File: src/rtl/sel_translate_pkg.sv
package sel_translate_pkg;
  parameter int ADDR_W     = 24;
  parameter int SEL_W      = 16;
  parameter int OFF_W      = 16;
  parameter int WORD_W     = 16;
  parameter int DESC_WORDS = 4;
  localparam int IDX_W     = SEL_W - 3;
  localparam int CNT_W     = $clog2(DESC_WORDS);
  localparam int ENTRY_SH  = $clog2(DESC_WORDS * WORD_W / 8);

  typedef enum logic [1:0] {
    FLT_NONE  = 2'd0,
    FLT_PRIV  = 2'd1,
    FLT_LIMIT = 2'd2,
    FLT_SEL   = 2'd3
  } fault_e;

  typedef enum logic [1:0] {ST_IDLE, ST_ISSUE, ST_LAST} state_e;

  typedef struct packed {
    logic load;
    logic reject;
    logic issue;
    logic finish;
  } ctl_s;
endpackage

File: src/rtl/sel_translate_ctrl.sv
module sel_translate_ctrl
  import sel_translate_pkg::*;
(
  input  logic             clk,
  input  logic             rstN,
  input  logic             reqValid,
  input  logic             preBad,
  output ctl_s             ctl,
  output logic [CNT_W-1:0] wordCnt,
  output logic             busy
);
  state_e state;

  always_ff @(posedge clk) begin
    if (!rstN) begin
      state   <= ST_IDLE;
      wordCnt <= '0;
    end else begin
      case (state)
        ST_IDLE: begin
          wordCnt <= '0;
          if (reqValid && !preBad) state <= ST_ISSUE;
        end
        ST_ISSUE: begin
          wordCnt <= wordCnt + 1'b1;
          if (wordCnt == CNT_W'(DESC_WORDS - 1)) state <= ST_LAST;
        end
        default: state <= ST_IDLE;
      endcase
    end
  end

  always_comb begin
    ctl.load   = (state == ST_IDLE) && reqValid && !preBad;
    ctl.reject = (state == ST_IDLE) && reqValid && preBad;
    ctl.issue  = (state == ST_ISSUE);
    ctl.finish = (state == ST_LAST);
    busy       = (state != ST_IDLE);
  end
endmodule

File: src/rtl/sel_translate_dp.sv
module sel_translate_dp
  import sel_translate_pkg::*;
(
  input  logic              clk,
  input  logic              rstN,
  input  ctl_s              ctl,
  input  logic [CNT_W-1:0]  wordCnt,
  input  logic [SEL_W-1:0]  selector,
  input  logic [OFF_W-1:0]  offset,
  input  logic [1:0]        curPriv,
  input  logic              accWrite,
  input  logic [ADDR_W-1:0] gdtBase,
  input  logic [ADDR_W-1:0] ldtBase,
  input  logic [IDX_W-1:0]  ldtLimit,
  input  logic [WORD_W-1:0] memData,
  output logic              preBad,
  output logic              memReq,
  output logic [ADDR_W-1:0] memAddr,
  output logic              done,
  output logic [1:0]        faultCode,
  output logic [ADDR_W-1:0] linAddr
);
  // incoming selector fields
  logic [IDX_W-1:0] inIdx;
  logic             inLocal;
  logic [1:0]       inRpl;

  // captured request
  logic [IDX_W-1:0] idxR;
  logic             localR;
  logic [1:0]       effPrivR;
  logic             wrR;
  logic [OFF_W-1:0] offR;

  // captured descriptor fields
  logic [WORD_W-1:0]        limR;
  logic [WORD_W-1:0]        baseLoR;
  logic [ADDR_W-WORD_W-1:0] baseHiR;
  logic [1:0]               dplR;
  logic                     wrOkR;

  logic             rdValid;
  logic [CNT_W-1:0] rdIdx;

  logic [ADDR_W-1:0] tblBase;
  logic [ADDR_W-1:0] segBase;
  logic              privBad;
  logic              limBad;

  always_comb begin
    inIdx   = selector[SEL_W-1:3];
    inLocal = selector[2];
    inRpl   = selector[1:0];
    preBad  = (!inLocal && (inIdx == '0)) || (inLocal && (inIdx > ldtLimit));
  end

  always_ff @(posedge clk) begin
    if (!rstN) begin
      idxR     <= '0;
      localR   <= 1'b0;
      effPrivR <= '0;
      wrR      <= 1'b0;
      offR     <= '0;
    end else if (ctl.load) begin
      idxR     <= inIdx;
      localR   <= inLocal;
      effPrivR <= (curPriv > inRpl) ? curPriv : inRpl;
      wrR      <= accWrite;
      offR     <= offset;
    end
  end

  always_comb begin
    tblBase = localR ? ldtBase : gdtBase;
    memReq  = ctl.issue;
    memAddr = tblBase
            + (ADDR_W'(idxR) << ENTRY_SH)
            + (ADDR_W'(wordCnt) << 1);
  end

  // returning read data lines up with the request of the previous cycle
  always_ff @(posedge clk) begin
    if (!rstN) begin
      rdValid <= 1'b0;
      rdIdx   <= '0;
    end else begin
      rdValid <= ctl.issue;
      rdIdx   <= wordCnt;
    end
  end

  always_ff @(posedge clk) begin
    if (!rstN) begin
      limR    <= '0;
      baseLoR <= '0;
      baseHiR <= '0;
      dplR    <= '0;
      wrOkR   <= 1'b0;
    end else if (rdValid) begin
      case (rdIdx)
        CNT_W'(0): limR    <= memData;
        CNT_W'(1): baseLoR <= memData;
        CNT_W'(2): begin
          baseHiR <= memData[ADDR_W-WORD_W-1:0];
          wrOkR   <= memData[9];
          dplR    <= memData[14:13];
        end
        default: ;
      endcase
    end
  end

  always_comb begin
    segBase = {baseHiR, baseLoR};
    privBad = (effPrivR > dplR) || (wrR && !wrOkR);
    limBad  = offR > limR;
  end

  always_ff @(posedge clk) begin
    if (!rstN) begin
      done      <= 1'b0;
      faultCode <= FLT_NONE;
      linAddr   <= '0;
    end else begin
      done <= ctl.finish || ctl.reject;
      if (ctl.reject) begin
        faultCode <= FLT_SEL;
        linAddr   <= '0;
      end else if (ctl.finish) begin
        if (privBad) begin
          faultCode <= FLT_PRIV;
          linAddr   <= '0;
        end else if (limBad) begin
          faultCode <= FLT_LIMIT;
          linAddr   <= '0;
        end else begin
          faultCode <= FLT_NONE;
          linAddr   <= segBase + ADDR_W'(offR);
        end
      end
    end
  end
endmodule

File: src/rtl/sel_translate.sv
module sel_translate
  import sel_translate_pkg::*;
(
  input  logic              clk,
  input  logic              rstN,
  input  logic              reqValid,
  input  logic [SEL_W-1:0]  selector,
  input  logic [OFF_W-1:0]  offset,
  input  logic [1:0]        curPriv,
  input  logic              accWrite,
  input  logic [ADDR_W-1:0] gdtBase,
  input  logic [ADDR_W-1:0] ldtBase,
  input  logic [IDX_W-1:0]  ldtLimit,
  output logic              busy,
  output logic              memReq,
  output logic [ADDR_W-1:0] memAddr,
  input  logic [WORD_W-1:0] memData,
  output logic              done,
  output logic [1:0]        faultCode,
  output logic [ADDR_W-1:0] linAddr
);
  ctl_s             ctl;
  logic [CNT_W-1:0] wordCnt;
  logic             preBad;

  sel_translate_ctrl u_ctrl (
    .clk(clk), .rstN(rstN), .reqValid(reqValid), .preBad(preBad),
    .ctl(ctl), .wordCnt(wordCnt), .busy(busy)
  );

  sel_translate_dp u_dp (
    .clk(clk), .rstN(rstN), .ctl(ctl), .wordCnt(wordCnt),
    .selector(selector), .offset(offset), .curPriv(curPriv),
    .accWrite(accWrite), .gdtBase(gdtBase), .ldtBase(ldtBase),
    .ldtLimit(ldtLimit), .memData(memData), .preBad(preBad),
    .memReq(memReq), .memAddr(memAddr), .done(done),
    .faultCode(faultCode), .linAddr(linAddr)
  );
endmodule

File: config.mk
export PLATFORM = sky130hd
export DESIGN_NAME = sel_translate
export DESIGN_NICKNAME = d
export VERILOG_FILES = /design/src/rtl/sel_translate_pkg.sv /design/src/rtl/sel_translate_ctrl.sv /design/src/rtl/sel_translate_dp.sv /design/src/rtl/sel_translate.sv
export SDC_FILE = /design/constraint.sdc
export NUM_CORES = 1
export LEC_CHECK = 0
export ABC_CLOCK_PERIOD_IN_PS = 7900
export BUFFER_PORTS_ARGS = -buffer_cell sky130_fd_sc_hd__buf_2
export CAP_MARGIN = 25
export CORE_AREA = 3 3 118 120
export CTS_CLUSTER_DIAMETER = 120
export DETAILED_ROUTE_END_ITERATION = 6
export DIE_AREA = 0 0 121 123
export HOLD_SLACK_MARGIN = 0.15
export MAX_ROUTING_LAYER = met4
export PLACE_DENSITY = 0.8
export SLEW_MARGIN = 20
export SYNTH_ARGS = -nofsm -noshare
export SYNTH_HDL_FRONTEND = slang
export SYNTH_HIERARCHICAL = 1
export SYNTH_SLANG_ARGS = --single-unit
File: constraint.sdc
create_clock -name clk -period 7.9 [get_ports clk]
set_input_delay 0.79 -clock clk [delete_from_list [all_inputs] [get_ports clk]]
set_output_delay 0.79 -clock clk [all_outputs]
set_load 0.02 [all_outputs]
# Word level (Yosys, flattened, before mapping)
# Index checks and enable logic that the tools add are counted.
[classes]
add_sub_neg = 4
order_cmp = 4
n_eq_ne = 7
muxes = 12
bitwise_logic = 1
reduce_logical = 24
[ops]
columns = ["cell", "n"]
rows = [
  ["two-way mux 24 bit", 3],
  ["adder 24 x 16 -> 24 bit", 2],
  ["adder 24 x 3 -> 24 bit", 1],
  ["greater-than comparator 16 bit", 1],
  ["two-way mux 2 bit", 7],
  ["greater-than comparator 13 bit", 1],
  ["logical NOT 13 bit", 1],
  ["case mux 2 bit (2 select lines)", 2],
  ["AND reduction 2 bit", 4],
  ["logical AND 1 bit", 7],
  ["== test 2 bit, second input constant", 3],
  ["nonzero test 2 bit", 3],
  ["== test 2 x 1 -> 1 bit, second input constant", 2],
  ["greater-than comparator 2 bit", 2],
  ["logical NOT 2 bit", 2],
  ["!= test 2 x 1 -> 1 bit, second input constant", 2],
  ["logical NOT 1 bit", 3],
  ["logical OR 1 bit", 3],
  ["adder 2 x 1 -> 2 bit, second input constant", 1],
  ["OR reduction 2 bit", 1],
  ["inverter 1 bit", 1],
]
[word_totals]
regBits = 110

# Longest topological paths before layout
[logic_depth]
depth_word = 7
ltp_mapped = 14
ltp_nobuf = 12

# Hierarchy
# The synthesis kept the hierarchy.
[modules_own_cells]
columns = ["mod", "n_inst", "cells_each", "area_per_inst_um2"]
rows = [
  ["sel_translate_dp", 1, 780, 6834.1],
  ["sel_translate_ctrl", 1, 21, 206.4],
]

# Worst setup path after synthesis
# No wires, ideal clock.
[synth_path]
path_type = "register to output"
startpoint = "register u_dp.localR"
endpoint = "output memAddr[17]"
arrival_ns = 3.356
t_required_ns = 7.110
setup_slack_ns = 3.754
stages_incl_launch_ff = 12
path_buffers = 2
path_cell_list = "dfxtp_1 -> clkbuf_1 -> buf_1 -> mux2_2 -> ha_1 -> fa_1 -> a21oi_1 -> o22ai_1 -> a31o_2 -> a41oi_1 -> a21oi_1 -> xnor2_1"
[synth_via]
elab_chain_len = 3
[synth_rtl]
columns = ["element", "line", "rtl"]
rows = [
  ["start: declaration", "sel_translate_dp.sv:30", "logic localR;"],
  ["start signal: assignment", "sel_translate_dp.sv:66", "localR <= inLocal;"],
  ["two-way mux 24 bit", "sel_translate_dp.sv:74", "tblBase = localR ? ldtBase : gdtBase;"],
  ["adder 24 x 16 -> 24 bit", "sel_translate_dp.sv:77", "+ (ADDR_W'(idxR) << ENTRY_SH)"],
  ["adder 24 x 3 -> 24 bit", "sel_translate_dp.sv:78", "+ (ADDR_W'(wordCnt) << 1);"],
  ["end: declaration", "sel_translate.sv:16", "output logic [ADDR_W-1:0] memAddr,"],
]
# Every way passes these cells.

# Worst setup path in the final report
# Same ends and word-level chain as after synthesis.

==> metrics <==
reg2reg path depth=8; Worst R2R End=u_dp/linAddr[15]; post-route ant nets=0; sum of negative setup slack=0 ns; Syn Inst Count=801; most frequent CP cell=a21oi_1; WP buf/inv=2; Synth-to-Final Area Change=18.62%; clock buffer count from CTS=9; Total GRT Usage=23.88%; hold path endpoint=u_dp/limR[4]; simple-gate share of the synthesized area=17.90%; post_cts resized=0; hold_ws=0.4669 ns; Pleak=3.934 nW; layout cells sized above 1=23.23%; Chip Height=123 um; Worst Setup Slack post-DPL=3.856 ns; routed wire length per instance=15.18 um; post-synthesis net count=984; YS warnings=6; status=finished, final reports clean; DR vias=6228; Slew headroom=47.81%; Worst Hold Class=register to register; cell chain of the critical path=buf_4, mux2_2, ha_1, fa_1, a21oi_1, o22ai_1, a31o_2, a41oi_1, a21oi_1, xnor2_1, buf_2; # clock sinks=110; Die Width=121 um; crit path max fanout=29; CP Capture Type=output port; worst hold start=u_dp/limR[4]; GRT overflow=0; Post-Route WL=17.25 mm; first-pass GRT wire length=28.01 mm; initial antenna violation count=0; XOR/XNOR Fraction of Synth Area=4.478%; Synth Area in Compound Gates=19.66%; r2r startpoint=u_dp/offR[15]; DP HPWL=13.43 mm; Worst setup SP type=register; final setup fails=0; Worst path slowest cell=fa_1; MaxCap Viol Count=0; ys async rst share=0%; post-synthesis adder-cell area fraction=12.30%; RSZ-0062 raised after global routing=false; core area=13090 um2; r2r setup slk=5.07 ns; row count=42; vias per cell=5.482; worst skew pair latency=0.36 ns; CTS tree=done; fin nets=1138; Top-Level Pins=168; kind of critical path=register to output port; clock tree buffer depth=2; Worst Hold Depth=2; clock-pin slew on the worst setup and hold paths=0.08 ns; Crit. Startpoint=u_dp/localR; syn avg cell area=8.790 um2; Post-CTS Hold Fix Bufs=0; full die area=14880 um2; Tcrit/Tclk final=54.55%; # diodes=0; final worst path period need=4.309 ns; Final WS setup=3.591 ns; register area=2202 um2; Final Slew Violations=0; f_max=0.2321 GHz; peak supply drop=0.00009853 V; largest net degree at the start of global routing=89; mux cell area share after synthesis=10.18%; clock root buffer=clkbuf_16; largest family of logic cells by synthesized area=compound AO/OA/AOI/OAI gates; Initial Utilization=53.81%; Worst EP arrival=3.52 ns; synthesized cell area=7041 um2; Worst path max stage delay=0.40 ns; dominant synthesized flop cell=dfxtp_1; Fill cells=1145; Req. time, crit path=7.11 ns; clk_skew=0.01280 ns; final-report hold violation count=0; Yosys reg bits=110; post-CTS setup buffer count=0; gpl congestion=0.9217; Yosys cell types=65; register area share after synthesis=31.28%; area of the multi-input gates=4554 um2; EDFF count, synth=0; number of global-route vias before repair=5975; Initial DRC Count=383; H-Tree Depth=3; DRC=0; Cell Pwr Density=170.2 nW/um2; Least-Margin Pin Slew=0.7804 ns; drt first pass iters=5; Worst path top cell family by delay=compound AO/OA/AOI/OAI gates; PortBufs=167
==> cell usage after synthesis (all sizes together), types with 3 or more instances <==
| cell type | instances | area, um2 |
|---|---|---|
| nand3b | 3 | 22.52 |
| o21a | 9 | 67.56 |
| nor2 | 22 | 82.58 |
| or2 | 3 | 18.77 |
| xor2 | 16 | 140.1 |
| or3b | 3 | 26.28 |
| mux2i | 48 | 480.5 |
| nand3 | 16 | 80.08 |
| nor2b | 52 | 325.3 |
| ha | 66 | 825.8 |
| dfxtp | 110 | 2202 |
| nand2 | 98 | 367.9 |
| o211ai | 5 | 37.54 |
| buf | 8 | 48.80 |
| nor4 | 5 | 31.28 |
| inv | 44 | 165.2 |
| a211oi | 5 | 37.54 |
| nor3 | 5 | 25.02 |
| o21bai | 3 | 22.52 |
| nand2b | 3 | 18.77 |
| and2 | 8 | 50.05 |
| a21oi | 41 | 205.2 |
| mux2 | 21 | 236.5 |
| a31oi | 4 | 25.02 |
| a21o | 23 | 172.7 |
| a22o | 21 | 183.9 |
| a32o | 5 | 50.05 |
| nand4 | 9 | 56.30 |
| o21ai | 29 | 145.1 |
| a21boi | 34 | 255.2 |
| and3 | 5 | 31.28 |
| nor3b | 3 | 22.52 |
| xnor2 | 20 | 175.2 |
| clkbuf | 22 | 82.58 |
==> layout by cell type (no fill, tap or decap), types with 6 or more instances in the layout <==
| master | instances |
|---|---|
| xnor2_1 | 20 |
| xor2_1 | 16 |
| a22o_1 | 21 |
| nand4_1 | 9 |
| o21ai_0 | 29 |
| a21o_1 | 23 |
| nor2b_1 | 52 |
| mux2_2 | 21 |
| and2_1 | 8 |
| o21a_1 | 9 |
| buf_4 | 6 |
| a21boi_0 | 32 |
| dfxtp_1 | 110 |
| clkbuf_16 | 9 |
| inv_1 | 44 |
| nand2_1 | 98 |
| nor2_1 | 21 |
| buf_2 | 167 |
| mux2i_1 | 48 |
| ha_1 | 66 |
| a21oi_1 | 41 |
| nand3_1 | 16 |
==> metal layers <==
layer / routed length (um) / share of wire (%) / up-vias / GRT usage (%)
li1: - / - / 3166 / -
met1: 7605 / 44 / 2846 / 29.38
met2: 8280 / 48 / 179 / 39.46
met3: 888 / 5.1 / 37 / 4.941
met4: 473 / 2.7 / 0 / 7.720
met5: 0 / 0 / - / -
==> report_power, final <==
part	total (W)	leakage, nW	switching, W	internal [W]
clock	0.000498	0.161	0.000216	0.000283
sequential	0.000591	0.893	0.0000171	0.000573
combinational	0.000333	2.88	0.000187	0.000145
==> per-stage QoR <==
step / power [W] / utilization [%] / cells / cell area [um2]
after floorplan: 0.0008266 / - / 801 / 7041
after global placement: 0.0009286 / 61.24 / 1119 / 8013
after detailed placement: 0.0009334 / 61.31 / 1120 / 8023
after CTS: 0.001431 / 63.83 / 1136 / 8352
after global routing: 0.001490 / 63.83 / 1136 / 8352
final: 0.001422 / 63.83 / 1136 / 8352
==> final cells by class <==
class	instances	share of cell area (%)
multi-input combinational	617	54.53
sequential	110	26.37
timing repair buffer	173	10.55
clock buffer	9	2.697
tap	176	2.637
inverter	44	1.978
clock inverter	7	1.243
==> logic make-up (layout without fill, tap and decap cells) <==
| kind of cell | count (synthesis) | after routing |
|---|---|---|
| xor gates and xnor gates | 36 | 36 |
| AOI/OAI and AO/OA | 199 | 199 |
| adders and majority gates | 68 | 68 |
| muxes | 69 | 69 |
| and+or+nand+nor | 245 | 245 |
| buffers and inverters | 74 | 233 |
| DFF | 110 | 110 |
==> worst reg2reg max path, cell delays in order (launching register included) <==
cell and delay, ns:
dfxtp_1 0.38, ha_1 0.34, nand4_1 0.16, nor4_1 0.53, and4_1 0.26, a31oi_1 0.08
nor4b_4 0.52, buf_4 0.30, a32o_1 0.18
==> worst max-delay path by stage <==
| stage | to | slack [ns] | depth (start not counted) |
|---|---|---|---|
| 2_1_floorplan | memAddr[17] | 3.75 | 11 |
| 3_3_place_gp | u_dp/linAddr[15] | 3.87 | 10 |
| 3_5_place_dp | memAddr[17] | 3.86 | 11 |
| 4_1_cts | memAddr[17] | 3.60 | 11 |
| 5_1_grt | memAddr[21] | 3.41 | 11 |
| 6_report | memAddr[17] | 3.59 | 11 |
==> registers in the layout, summed over array words and instances (netlist names) <==
signal          count
u_ctrl/state        2
u_ctrl/wordCnt      2
u_dp/baseHiR        8
u_dp/baseLoR       16
u_dp/done           1
u_dp/dplR           2
u_dp/effPrivR       2
u_dp/faultCode      2
u_dp/idxR          13
u_dp/limR          16
u_dp/linAddr       24
u_dp/localR         1
u_dp/offR          16
u_dp/rdIdx          2
u_dp/rdValid        1
u_dp/wrOkR          1
u_dp/wrR            1
Power figures use the tool's default switching activity.
